`config.mk`:
```
export PLATFORM = sky130hd
export DESIGN_NAME = extirq_ctrl
export DESIGN_NICKNAME = d
export VERILOG_FILES = /design/src/rtl/extirq_pkg.sv /design/src/rtl/extirq_sync.sv /design/src/rtl/extirq_line.sv /design/src/rtl/extirq_regs.sv /design/src/rtl/extirq_ctrl.sv
export SDC_FILE = /design/constraint.sdc
export NUM_CORES = 1
export LEC_CHECK = 0
export ABC_AREA = 1
export BUFFER_PORTS_ARGS = -buffer_cell sky130_fd_sc_hd__buf_2
export CORE_ASPECT_RATIO = 1.25
export CORE_MARGIN = 2
export CORE_UTILIZATION = 55
export CTS_BUF_LIST = sky130_fd_sc_hd__clkbuf_8
export CTS_CLUSTER_DIAMETER = 40
export DETAILED_ROUTE_END_ITERATION = 6
export PLACE_DENSITY = 0.9
export SYNTH_ARGS = -nofsm -noshare
export SYNTH_HDL_FRONTEND = slang
export SYNTH_HIERARCHICAL = 1
export SYNTH_SLANG_ARGS = --single-unit
```
`constraint.sdc`:
```
create_clock -name clk -period 1.3 [get_ports clk]
set_input_delay 0.13 -clock clk [delete_from_list [all_inputs] [get_ports clk]]
set_output_delay 0.13 -clock clk [all_outputs]
set_load 0.02 [all_outputs]
```
`src/rtl/extirq_pkg.sv`:
```
package extirq_pkg;
  localparam int unsigned ADDR_W = 4;

  localparam logic [ADDR_W-1:0] RA_MSK_SET = 4'd0;
  localparam logic [ADDR_W-1:0] RA_MSK_CLR = 4'd1;
  localparam logic [ADDR_W-1:0] RA_ACK     = 4'd2;
  localparam logic [ADDR_W-1:0] RA_MSK     = 4'd3;
  localparam logic [ADDR_W-1:0] RA_STS     = 4'd4;
  localparam logic [ADDR_W-1:0] RA_SENSE   = 4'd5;
  localparam logic [ADDR_W-1:0] RA_EPOL    = 4'd6;
  localparam logic [ADDR_W-1:0] RA_LPOL    = 4'd7;
endpackage

```
`src/rtl/extirq_sync.sv`:
```
module extirq_sync #(
  parameter int unsigned W = 8,
  parameter int unsigned STAGES = 2
) (
  input  logic         clk,
  input  logic         rst_n,
  input  logic [W-1:0] d_i,
  output logic [W-1:0] q_o
);
  logic [W-1:0] chain_q [STAGES];

  always_ff @(posedge clk or negedge rst_n) begin
    if (!rst_n) begin
      for (int s = 0; s < STAGES; s++) chain_q[s] <= '0;
    end else begin
      chain_q[0] <= d_i;
      for (int s = 1; s < STAGES; s++) chain_q[s] <= chain_q[s-1];
    end
  end

  assign q_o = chain_q[STAGES-1];
endmodule

```
`src/rtl/extirq_line.sv`:
```
module extirq_line (
  input  logic clk,
  input  logic rst_n,
  input  logic pin_s_i,
  input  logic lvl_mode_i,
  input  logic rise_sel_i,
  input  logic high_sel_i,
  input  logic ack_i,
  output logic sts_o
);
  logic prev_q;
  logic sts_q;
  logic edge_hit;
  logic active;

  assign edge_hit = rise_sel_i ? (pin_s_i & ~prev_q) : (~pin_s_i & prev_q);
  assign active   = high_sel_i ? pin_s_i : ~pin_s_i;

  always_ff @(posedge clk or negedge rst_n) begin
    if (!rst_n) begin
      prev_q <= 1'b0;
      sts_q  <= 1'b0;
    end else begin
      prev_q <= pin_s_i;
      if (lvl_mode_i) sts_q <= active;
      else            sts_q <= edge_hit | (sts_q & ~ack_i);
    end
  end

  assign sts_o = sts_q;
endmodule

```
`src/rtl/extirq_regs.sv`:
```
module extirq_regs
  import extirq_pkg::*;
#(
  parameter int unsigned N  = 8,
  parameter int unsigned DW = 32
) (
  input  logic              clk,
  input  logic              rst_n,
  input  logic [ADDR_W-1:0] addr_i,
  input  logic              wr_en_i,
  input  logic [DW-1:0]     wdata_i,
  input  logic [N-1:0]      sts_i,
  output logic [N-1:0]      mask_o,
  output logic [N-1:0]      sense_o,
  output logic [N-1:0]      epol_o,
  output logic [N-1:0]      lpol_o,
  output logic [N-1:0]      ack_o,
  output logic [DW-1:0]     rdata_o
);
  logic [N-1:0]  mask_q, sense_q, epol_q, lpol_q;
  logic [N-1:0]  wbits;
  logic [DW-1:0] rd_d, rd_q;

  assign wbits = wdata_i[N-1:0];
  assign ack_o = (wr_en_i && addr_i == RA_ACK) ? wbits : '0;

  always_ff @(posedge clk or negedge rst_n) begin
    if (!rst_n) begin
      mask_q  <= '0;
      sense_q <= '0;
      epol_q  <= '0;
      lpol_q  <= '0;
    end else if (wr_en_i) begin
      case (addr_i)
        RA_MSK_SET: mask_q  <= mask_q | wbits;
        RA_MSK_CLR: mask_q  <= mask_q & ~wbits;
        RA_SENSE:   sense_q <= wbits;
        RA_EPOL:    epol_q  <= wbits;
        RA_LPOL:    lpol_q  <= wbits;
        default:    ;
      endcase
    end
  end

  always_comb begin
    case (addr_i)
      RA_MSK:   rd_d = DW'(mask_q);
      RA_STS:   rd_d = DW'(sts_i);
      RA_SENSE: rd_d = DW'(sense_q);
      RA_EPOL:  rd_d = DW'(epol_q);
      RA_LPOL:  rd_d = DW'(lpol_q);
      default:  rd_d = '0;
    endcase
  end

  always_ff @(posedge clk or negedge rst_n) begin
    if (!rst_n) rd_q <= '0;
    else        rd_q <= rd_d;
  end

  assign mask_o  = mask_q;
  assign sense_o = sense_q;
  assign epol_o  = epol_q;
  assign lpol_o  = lpol_q;
  assign rdata_o = rd_q;
endmodule

```
`src/rtl/extirq_ctrl.sv`:
```
module extirq_ctrl
  import extirq_pkg::*;
#(
  parameter int unsigned N  = 8,
  parameter int unsigned DW = 32
) (
  input  logic              clk,
  input  logic              rst_n,
  input  logic [N-1:0]      pins_i,
  input  logic [ADDR_W-1:0] addr_i,
  input  logic              wr_en_i,
  input  logic [DW-1:0]     wdata_i,
  output logic [DW-1:0]     rdata_o,
  output logic              irq_o
);
  logic [N-1:0] pins_s;
  logic [N-1:0] mask_q, sense_q, epol_q, lpol_q, ack_w, status_w;

  extirq_sync #(.W(N), .STAGES(2)) u_sync (
    .clk(clk), .rst_n(rst_n), .d_i(pins_i), .q_o(pins_s)
  );

  extirq_regs #(.N(N), .DW(DW)) u_regs (
    .clk(clk), .rst_n(rst_n), .addr_i(addr_i), .wr_en_i(wr_en_i),
    .wdata_i(wdata_i), .sts_i(status_w), .mask_o(mask_q),
    .sense_o(sense_q), .epol_o(epol_q), .lpol_o(lpol_q),
    .ack_o(ack_w), .rdata_o(rdata_o)
  );

  for (genvar i = 0; i < N; i++) begin : g_line
    extirq_line u_line (
      .clk(clk), .rst_n(rst_n), .pin_s_i(pins_s[i]),
      .lvl_mode_i(sense_q[i]), .rise_sel_i(epol_q[i]),
      .high_sel_i(lpol_q[i]), .ack_i(ack_w[i]), .sts_o(status_w[i])
    );
  end

  assign irq_o = |(status_w & mask_q);
endmodule

```
# Word level (Yosys, flattened, before mapping)
# Cells that the tools add are included.
# word_totals
inputBits,47
ff_bits,72
# classes
bitwise,60
eq_ne,7
muxes,27
n_reduce_logical,8
# ops
op,count
8-bit one-hot mux with 5 select lines,1
1-bit bitwise AND,24
1-bit 2-to-1 mux,24
1-bit inverter,24
8-bit bitwise AND,2
"4-bit by 3-bit == test with 1-bit output, second input constant",4
8-bit one-hot mux with 2 select lines,1
"4-bit by 2-bit == test with 1-bit output, second input constant",2
8-bit 2-to-1 mux,1
8-bit inverter,1
1-bit OR,8
8-bit OR,1
2-bit AND reduction,4
8-bit OR reduction,1
"4-bit by 1-bit == test with 1-bit output, second input constant",1
4-bit logical NOT,1
2-bit nonzero test,1
1-bit logical AND,1

# Depth between registers and ports, before layout
# Gate-level depths: netlist of run 1.
# logic_depth
word_depth,7
ltp_mapped,9

# Modules after synthesis
# Netlist of run 1, hierarchy kept.
# modules_own_cells
module,cells_each,area_per_inst_um2,n_inst,seq_area_each_um2
extirq_regs,284,2207.1,1,1001.0
extirq_line,17,107.6,8,50.0
extirq_sync,24,460.4,1,400.4
extirq_ctrl,15,56.3,1,0.0

# Least setup slack after synthesis of run 1
# Ideal clock, no wire load.
# synth_path
path_type,input -> register
start,input port addr_i[3]
end,register g_line[0].u_line.sts_q
arrival_time_ns,0.898
stages,8
setup_ns,0.117
t_required_ns,1.183
setup_slack_ns,0.285
path_cell_list,nor2_4 -> nand3_1 -> nor2_1 -> inv_1 -> nand2_1 -> nand2_1 -> nor2_1 -> nor2_1
# synth_between
elab_chain_len,7
# synth_rtl
element,line_no,text
"start, declared",extirq_ctrl.sv:10,"input logic [ADDR_W-1:0] addr_i,"
4-bit by 2-bit == test with 1-bit output,extirq_regs.sv:25,assign ack_o = (wr_en_i && addr_i == RA_ACK) ? wbits : '0;
1-bit logical AND,extirq_regs.sv:25,
8-bit 2-to-1 mux,extirq_regs.sv:25,
net ack_w[0],extirq_ctrl.sv:17,"logic [N-1:0] mask_q, sense_q, epol_q, lpol_q, ack_w, status_w;"
1-bit inverter,extirq_line.sv:26,else sts_q <= edge_hit | (sts_q & ~ack_i);
1-bit bitwise AND,extirq_line.sv:26,
1-bit OR,extirq_line.sv:26,
1-bit 2-to-1 mux,extirq_line.sv:25,if (lvl_mode_i) sts_q <= active;
"end signal, assigned",extirq_line.sv:25,
"end signal, assigned",extirq_line.sv:26,
"end, declared",extirq_line.sv:12,logic sts_q;
# The timed path passes the listed nets, and every way through them passes these cells.
# A chain may end at the register's enable or synchronous reset.

# Final worst setup path of run 1
# layout_path
start,register g_line[7].u_line.sts_q
end,output port irq_o
# layout_between
elab_chain_len,2
# layout_rtl
element,line_no,text
"start, declared",extirq_line.sv:12,
"start signal, assigned",extirq_line.sv:25,
"start signal, assigned",extirq_line.sv:26,
8-bit bitwise AND,extirq_ctrl.sv:38,assign irq_o = |(status_w & mask_q);
8-bit OR reduction,extirq_ctrl.sv:38,
"end, declared",extirq_ctrl.sv:14,output logic irq_o
# No other way between the ends.

==> flow_metrics.env, run 1 <==
export IMPL_wl_per_cell_um=12.9
export IMPL_drive_gt1_share_pct=17.5
export IMPL_synth_warnings=6
export IMPL_worstMarginPinSlew_ns=0.676
export IMPL_multi_input_comb_area_sq_mm=0.00140
export IMPL_p_per_area_mw_per_mm2=1390
export IMPL_post_route_period_util_pct=105
export IMPL_path_max_fanout=3
export IMPL_vdd_drop_max_mv=0.940
export IMPL_nFillCells=521
export IMPL_cp_end_kind="output port"
export IMPL_hold_viol=0
export IMPL_drcViolationCount=0
export IMPL_outcome="complete, but fails checks"
export IMPL_crit_path_top_delay_cell="dfrtp_1"
export IMPL_critPathLaunchType="flip-flop"
export IMPL_critical_path_class="flip-flop to output port"
export IMPL_wl_um=7870
export IMPL_min_path_type="input port to flip-flop"
export IMPL_clkSinkCount=72
export IMPL_ys_seq_area_share_pct=50.3
export IMPL_max_stage_delay_ns=0.42
export IMPL_cts_clk_slew_worst_paths_ns=0.07
export IMPL_overflow=0
export IMPL_setup_slack_ns=-0.0637
export IMPL_worst_r2r_cell_count=5
export IMPL_root_buffer="clkbuf_8"
export IMPL_core_sq_mm=0.00625
export IMPL_finalPower_mw=5.76
export IMPL_dpl_worst_slack_ns=-0.0212
export IMPL_ys_flop_type="dfrtp_1"
export IMPL_fin_nets=567
export IMPL_diodes=0
export IMPL_clk_insertion_delay_late_ns=0.35
export IMPL_grt_pass1_vias=2980
export IMPL_avgSynthCellArea_sq_um=7.81
export IMPL_crit_path_frequent_cell="nand2_2"
export IMPL_synth_edff_count=0
export IMPL_grt_total_usage_pct=23.8
export IMPL_start_util_pct=57.4
export IMPL_period_minus_slack_ns=1.36
export IMPL_post_dp_hpwl_um=5380
export IMPL_drt_iter0_drc=182
export IMPL_grt_pass1_wl_um=13100
export IMPL_fmax_mhz=733
export IMPL_io_pins=80
export IMPL_yosys_register_bits=72
export IMPL_antenna_found_initial=0
export IMPL_die_w_um=76.2
export IMPL_dr_total_vias=3008
export IMPL_async_flop_share_pct=100
export IMPL_syn_inst=459
export IMPL_regArea_sq_mm=0.00180
export IMPL_critPathArrivalTime_ns=1.23
export IMPL_timing_setup_tns_ns=-0.0637
export IMPL_setup_viol=1
export IMPL_ys_types=19
export IMPL_port_buffers=31
export IMPL_fin_worst_skew_ns=0.00649
export IMPL_grt_max_degree=73
export IMPL_p_leak_nw=2.26
export IMPL_crit_required_ns=1.17
export IMPL_hold_path_depth=3
export IMPL_die_area_sq_mm=0.00718
export IMPL_viasPerCell=4.93
export IMPL_drv_slew=0
export IMPL_slew_headroom_pct=54.8
export IMPL_syn_to_final_growth_pct=15.7
export IMPL_cp_cell_sequence="nand2_2 -> nand2_2 -> nor2_4 -> nand2_2 -> buf_6"
export IMPL_die_h_um=94.3
export IMPL_drv_cap=0
export IMPL_numCtsBuffers=9
export IMPL_num_rows=32
export IMPL_ctsHtreeMaxLevel=3
export IMPL_clock_tree_buffer_depth=2
export IMPL_antenna_left=0
export IMPL_drt_pre_antenna_iters=5
export IMPL_violations="negative setup slack"
export IMPL_gp_congestion=0.842
export IMPL_fin_hold_ws_ns=0.0239
export IMPL_synth_area_sq_mm=0.00358
export IMPL_rsz0062_at_grt="true"
export IMPL_cts_tree="done"
## cell families (layout without fill, tap and decap cells)
logic type	Yosys count	count (layout)	synth area share, %
compound gates	34	34	5.58
buf+inv	92	135	13.5
flops	72	72	50.3
other cells	1	24	0.105
simple gates	260	260	30.6
## layout make-up
class                   instances  area share (%)
flip-flops and latches         72            43.4
multi-input cells             318            33.8
repair buffers                 63            10.6
inverters                      56            5.07
clock buffers                  12            3.98
well taps                      85            2.56
clock inverters                 4           0.483
## cells in the mapped netlist, types with 2 or more instances
library cell / n / area (sq um)
dfrtp_1: 72 / 1800
o21ai_1: 2 / 10.0
nor2_4: 6 / 67.6
inv_2: 2 / 7.51
o21ai_0: 24 / 120
buf_6: 2 / 22.5
buf_2: 2 / 10.0
nor2_1: 76 / 285
nand3_1: 28 / 140
nand2_1: 145 / 544
buf_4: 32 / 240
o21ai_2: 8 / 70.1
nand2_4: 2 / 22.5
inv_1: 53 / 199
## layer usage
layer	global-route usage, %	wire length, um
met1	26.2	2970
met2	40.6	4140
met3	6.63	554
met4	15.0	199
met5	0	0
## worst paths after layout
check                                       start            endpoint  slack, ns
min in group asynchronous                   rst_n  u_sync/chain_q[10]       0.32
max reg2reg                             flip-flop   u_regs/rdata_o[2]       0.36
max in group asynchronous                   rst_n  u_sync/chain_q[14]       0.65
min                                    wdata_i[2]   u_regs/sense_o[2]       0.02
min reg2reg                    u_sync/chain_q[10]       u_sync/q_o[2]       0.35
max                        g_line[7].u_line/sts_o               irq_o      -0.06
## where the power goes
part	switching [mW]	leakage [nW]	internal [mW]
registers	0.294	0.868	2.61
logic	0.756	1.29	0.485
clock network	0.787	0.101	0.832
total	1.84	2.26	3.92
## repair_timing
action / in CTS / in global routing
endpoints found under the setup margin: 1 / 1
setup buffers: 4 / 1
hold buffers: 11 / 0
endpoints found under the hold margin: 82 / 0
resized for setup: 2 / 6
pin swaps: 2 / 4
## through the flow
stage / util, % / instance area (sq um) / std cells
floorplan: - / 3670 / 482
global placement: 60.7 / 3790 / 578
detailed placement: 60.7 / 3790 / 578
CTS: 66.0 / 4120 / 609
global route: 66.4 / 4150 / 610
finish: 66.4 / 4150 / 610
## worst max-delay path, delay by kind of cell, from the launching register on
family | cells | cell delay (ns)
AND/OR/NAND/NOR | 4 | 0.34
flip-flops | 1 | 0.42
buffers and inverters | 1 | 0.13
## cells in the final DEF (no fill, tap or decap), types with 7 or more instances in the layout
cell type        n
o21ai_0         24
nand2_1        142
inv_1           55
nor2_4           7
o21ai_2          8
conb_1          24
clkbuf_8        12
nand3_1         28
dlygate4sd3_1   11
dfrtp_1         72
buf_2           30
nor2_1          74
buf_4           20
Note: power is estimated with default switching activity, not from simulation.
==> run 2, diff against run 1 <==
SYNTH_HIERARCHICAL = default   (was 1)
==> run 2 against run 1 <==
The flow still finishes with violations (negative setup slack). Hold slack better by 0.0032 ns. Design area is 2.9% lower. Sequential cell count stayed put. Clock power is 20% higher. Critical path type unchanged.
==> flow_metrics.env, run 2 <==
export IMPL_drt_pre_antenna_iters=7
export IMPL_regArea_sq_mm=0.00180
export IMPL_yosysTopAreaCell="dfrtp_1"
export IMPL_wl_per_cell_um=14.2
export IMPL_drv_slew=0
export IMPL_antenna_left=0
export IMPL_syn_to_final_growth_pct=17.9
export IMPL_violations="negative setup slack"
export IMPL_gp_congestion=0.891
export IMPL_yosys_register_bits=72
export IMPL_ctsHtreeMaxLevel=3
export IMPL_p_per_area_mw_per_mm2=1510
export IMPL_drv_cap=0
export IMPL_post_dp_hpwl_um=5070
export IMPL_internal_power_mw=4.20
export IMPL_wl_um=7830
export IMPL_fin_nets=508
export IMPL_p_leak_nw=2.06
export IMPL_yosys_area_top_type_share_pct=52.7
export IMPL_cp_cell_sequence="nand2_1 -> o21ai_2 -> nor2_1 -> nand2_1 -> buf_6"
export IMPL_path_max_fanout=2
export IMPL_fin_cells=551
export IMPL_p_sw_share_pct=31.2
export IMPL_ys_types=22
export IMPL_critical_path_class="flip-flop to output port"
export IMPL_clk_insertion_delay_late_ns=0.36
export IMPL_crit_required_ns=1.17
export IMPL_seqPwrFrac_pct=46.8
export IMPL_setup_slack_ns=-0.0945
export IMPL_place_inst=521
export IMPL_cp_top_family="flip-flops"
export IMPL_port_buffers=31
export IMPL_async_flop_share_pct=100
export IMPL_outcome="complete, but fails checks"
export IMPL_grt_total_usage_pct=25.1
export IMPL_hold_viol=0
export IMPL_multi_input_comb_area_sq_mm=0.00127
export IMPL_drive_gt1_share_pct=23.4
export IMPL_yosysMostFrequentCell="nand2_1"
export IMPL_num_rows=32
export IMPL_clkSinkCount=72
export IMPL_clock_tree_buffer_depth=2
export IMPL_final_util_pct=66.2
export IMPL_viasPerCell=5.22
export IMPL_synth_edff_count=0
export IMPL_synth_warnings=0
export IMPL_grt_pass1_wl_um=12900
export IMPL_die_h_um=92.2
export IMPL_drt_iter0_drc=253
export IMPL_diodes=0
export IMPL_fin_worst_skew_ns=0.00917
export IMPL_min_path_type="input port to flip-flop"
export IMPL_die_w_um=74.5
export IMPL_start_util_pct=56.2
export IMPL_numCtsBuffers=9
export IMPL_io_pins=80
export IMPL_cts_clk_slew_worst_paths_ns=0.08
export IMPL_root_buffer="clkbuf_8"
export IMPL_grt_max_degree=73
export IMPL_yosys_top_cells_count="87 x nand2_1, 72 x dfrtp_1, 55 x inv_1"
export IMPL_max_stage_delay_ns=0.41
export IMPL_crit_path_frequent_cell="nand2_1"
export IMPL_p_clk_share_pct=32.0
export IMPL_combPwrFrac_pct=21.3
export IMPL_die_area_sq_mm=0.00687
export IMPL_post_route_period_util_pct=107
export IMPL_avgSynthCellArea_sq_um=8.61
export IMPL_crit_path_top_delay_cell="dfrtp_1"
export IMPL_ys_flop_type="dfrtp_1"
export IMPL_vdd_drop_max_mv=0.830
export IMPL_grt_pass1_vias=2812
export IMPL_synth_area_sq_mm=0.00342
export IMPL_syn_inst=397
export IMPL_dr_total_vias=2877
export IMPL_antenna_found_initial=0
export IMPL_netSwitchingPower_mw=1.91
export IMPL_final_common_cell="nand2_1"
export IMPL_critPathArrivalTime_ns=1.26
export IMPL_final_cell_mix="86 x nand2_1, 72 x dfrtp_1, 48 x inv_1"
export IMPL_ys_seq_area_share_pct=52.7
export IMPL_nFillCells=463
export IMPL_cp_end_kind="output port"
export IMPL_drcViolationCount=0
export IMPL_core_sq_mm=0.00609
export IMPL_synth_area_leaders="dfrtp_1 53%, nand2_1 9.5%, inv_1 6.0%"
export IMPL_overflow=0
export IMPL_period_minus_slack_ns=1.39
export IMPL_rsz0062_at_grt="true"
export IMPL_setup_viol=1
export IMPL_cts_tree="done"
export IMPL_crit_buf_inv=1
export IMPL_critPathLaunchType="flip-flop"
export IMPL_fmax_mhz=717
run 2: cell families (layout without fill, tap and decap cells):
logic type	Yosys count	after routing	synth area share, %
compound gates	59	59	10.6
simple gates	170	170	21.7
flops	72	72	52.7
xor+xnor	7	7	1.79
other cells	1	24	0.110
buf+inv	88	134	13.1
run 2: worst min-delay path, stage by stage:
cell     delay [ns]
buf_2          0.11
nand2_1        0.05
o21ai_1        0.06
run 2: power by group through the flow:
stage | Sequential (mW) | Clock, mW | Combinational (mW)
finish | 2.85 | 1.95 | 1.30
global route | 2.89 | 2.04 | 1.43
CTS | 2.84 | 1.97 | 1.25
detailed placement | 2.88 | 0 | 1.12
global placement | 2.86 | 0 | 1.05
floorplan | 2.85 | 0 | 0.827
run 2: final cells by class:
| class | count | area share (%) |
|---|---|---|
| Sequential cell | 72 | 44.7 |
| Multi-Input combinational cell | 260 | 31.4 |
| Timing Repair Buffer | 60 | 10.3 |
| Inverter | 58 | 5.40 |
| Clock buffer | 9 | 3.07 |
| Tap cell | 85 | 2.64 |
| Clock inverter | 7 | 2.39 |
run 2: timing repair:
item                       4_1_cts  5_1_grt
setup endpoints to repair        1        1
gates resized for setup         14        1
buffers inserted                 4        1
hold buffers                     9        0
pin swaps                        5        0
hold endpoints to repair        80        0
run 2: worst paths after layout:
| check | from | endpoint | slack, ns | cells past startpoint |
|---|---|---|---|---|
| hold / removal | wdata_i[1] | u_regs.epol_o[1] | 0.03 | 3 |
| setup reg to reg | g_line[0].u_line.sts_o | u_regs.rdata_o[0] | 0.12 | 6 |
| setup / recovery | g_line[7].u_line.sts_o | irq_o | -0.09 | 5 |
| min in group asynchronous | rst_n | u_sync.chain_q[10] | 0.32 | 3 |
| hold reg to reg | u_sync.chain_q[12] | u_sync.q_o[4] | 0.35 | 0 |
| max in group asynchronous | rst_n | g_line[0].u_line.sts_o | 0.69 | 3 |
run 2: through the flow:
step	hold slack, ns	setup WS (ns)	area [sq um]	setup TNS [ns]	total power [mW]
2_1_floorplan	-0.166	0.353	3510	0	3.68
3_3_place_gp	0.166	0.135	3670	0	3.92
3_5_place_dp	0.171	0.0434	3670	0	4.00
4_1_cts	0.00728	-0.0871	4020	-0.0871	6.06
5_1_grt	0.0413	-0.110	4030	-0.110	6.37
6_report	0.0270	-0.0945	4030	-0.0945	6.10
run 2: metal layers:
layer,GRT usage [%],share of wire [%]
met3,6.26,6.7
met1,29.6,38
met4,13.4,3.4
met2,41.1,52
met5,0,0
==> run 3, diff against run 2 <==
CORE_MARGIN = 3   (was 2)
CORE_UTILIZATION = 30   (was 55)
PLACE_DENSITY = 0.59   (was 0.9)
==> run 3 against run 2 <==
The flow still finishes with violations (negative setup slack). Clock skew up 0.00065 ns. Design area down 0.53%. First-iteration DRC count shrank 53%. Hold slack got worse by 0.0036 ns. Count of clock-buffer cells in the layout is 1 higher. Core utilization shrank 29 points. Via count decreased by 8.1%.
==> flow_metrics.env, run 3 (synthesis gave the netlist of run 2 again) <==
export IMPL_clkSinkCount=72
export IMPL_port_buffers=31
export IMPL_cp_end_kind="output port"
export IMPL_drv_slew=0
export IMPL_final_util_pct=36.9
export IMPL_critical_path_class="flip-flop to output port"
export IMPL_grt_pass1_vias=2490
export IMPL_dr_total_vias=2643
export IMPL_vdd_drop_max_mv=0.470
export IMPL_io_pins=80
export IMPL_clk_insertion_delay_late_ns=0.36
export IMPL_met3_length_um=479
export IMPL_critPathLaunchType="flip-flop"
export IMPL_violations="negative setup slack"
export IMPL_gp_congestion=0.833
export IMPL_p_per_area_mw_per_mm2=1380
export IMPL_grt_total_usage_pct=12.5
export IMPL_numCtsBuffers=9
export IMPL_setup_viol=1
export IMPL_drt_iter0_drc=118
export IMPL_post_dp_hpwl_um=5280
export IMPL_drive_gt1_share_pct=21.6
export IMPL_diodes=0
export IMPL_crit_required_ns=1.17
export IMPL_wl_um=7410
export IMPL_ctsHtreeMaxLevel=3
export IMPL_cts_clk_slew_worst_paths_ns=0.07
export IMPL_num_rows=42
export IMPL_hold_viol=0
export IMPL_antenna_left=0
export IMPL_finalPower_mw=5.53
export IMPL_grt_pass1_wl_um=12000
export IMPL_syn_to_final_growth_pct=17.2
export IMPL_start_util_pct=31.4
export IMPL_drv_cap=0
export IMPL_die_area_sq_mm=0.0127
export IMPL_drcViolationCount=0
export IMPL_fin_worst_skew_ns=0.00982
export IMPL_fin_nets=506
export IMPL_outcome="complete, but fails checks"
export IMPL_p_leak_nw=2.05
export IMPL_final_common_cell="nand2_1"
export IMPL_rsz0062_at_grt="true"
export IMPL_root_buffer="clkbuf_8"
export IMPL_core_sq_mm=0.0109
export IMPL_period_minus_slack_ns=1.43
export IMPL_antenna_found_initial=0
export IMPL_die_w_um=101
export IMPL_fmax_mhz=701
export IMPL_highest_layer="met4"
export IMPL_drt_met1_wl_um=3240
export IMPL_fin_hold_ws_ns=0.0234
export IMPL_die_h_um=125
export IMPL_viasPerCell=4.43
export IMPL_min_path_type="input port to flip-flop"
export IMPL_setup_slack_ns=-0.127
export IMPL_overflow=0
export IMPL_cts_tree="done"
export IMPL_grt_max_degree=73
export IMPL_drt_pre_antenna_iters=4
export IMPL_critPathArrivalTime_ns=1.30
export IMPL_met2_length_um=3490
export IMPL_wl_per_cell_um=12.4
export IMPL_timing_setup_tns_ns=-0.127
export IMPL_final_cell_mix="87 x nand2_1, 72 x dfrtp_1, 52 x inv_1"
export IMPL_clock_tree_buffer_depth=2
export IMPL_post_route_period_util_pct=110
export IMPL_path_max_fanout=3
run 3: what timing repair did:
action,4_1_cts,5_1_grt
resized for setup,7,2
pin swaps,4,3
endpoints found under the hold margin,80,0
hold buffers,9,0
setup endpoints to repair,1,1
buffers inserted,2,1
run 3: worst max-delay path, cell delays in order (launching register included):
cell and delay, ns:
dfrtp_1 0.37, inv_1 0.10, o21ai_1 0.07, nor2_1 0.15, nand2_1 0.11, buf_6 0.15
run 3: where the power goes:
group          switching (mW)  internal [mW]  leakage, nW
sequential              0.225           2.62        0.861
combinational           0.726          0.465         1.09
clock                   0.787          0.716       0.0982
total                    1.74           3.80         2.05
run 3: layout make-up:
cell class,instances,area [sq um]
fill,1080,6870
timing repair buffer,58,402
tap,132,165
inverter,58,218
sequential,72,1800
clock buffer,10,138
clock inverter,6,27.5
multi-input combinational,260,1260
run 3: per-stage QoR:
step                std cells  setup WS [ns]  cell area, sq um
floorplan                 420          0.353              3510
global placement          568          0.118              3720
detailed placement        568         0.0764              3720
CTS                       595         -0.165              4000
global route              596         -0.182              4010
finish                    596         -0.127              4010
run 3: final timing paths:
kind / from / to / slack, ns / cells past startpoint
worst min-delay path: wdata_i[7] / u_regs.epol_o[7] / 0.02 / 3
max in group asynchronous: rst_n / u_regs.sense_o[2] / 0.66 / 3
min in group asynchronous: rst_n / u_sync.chain_q[15] / 0.33 / 3
worst min register to register: u_sync.chain_q[14] / u_sync.q_o[6] / 0.35 / 0
worst max-delay path: flip-flop / irq_o / -0.13 / 5
worst max register to register: g_line[7].u_line.sts_o / u_regs.rdata_o[7] / 0.34 / 5
run 3: routing by layer:
layer  global-route usage (%)  up-vias
met5                        0        -
met4                     6.89        0
met3                     3.29       20
met2                     18.7       91
met1                     16.1     1208
li1                         -     1324
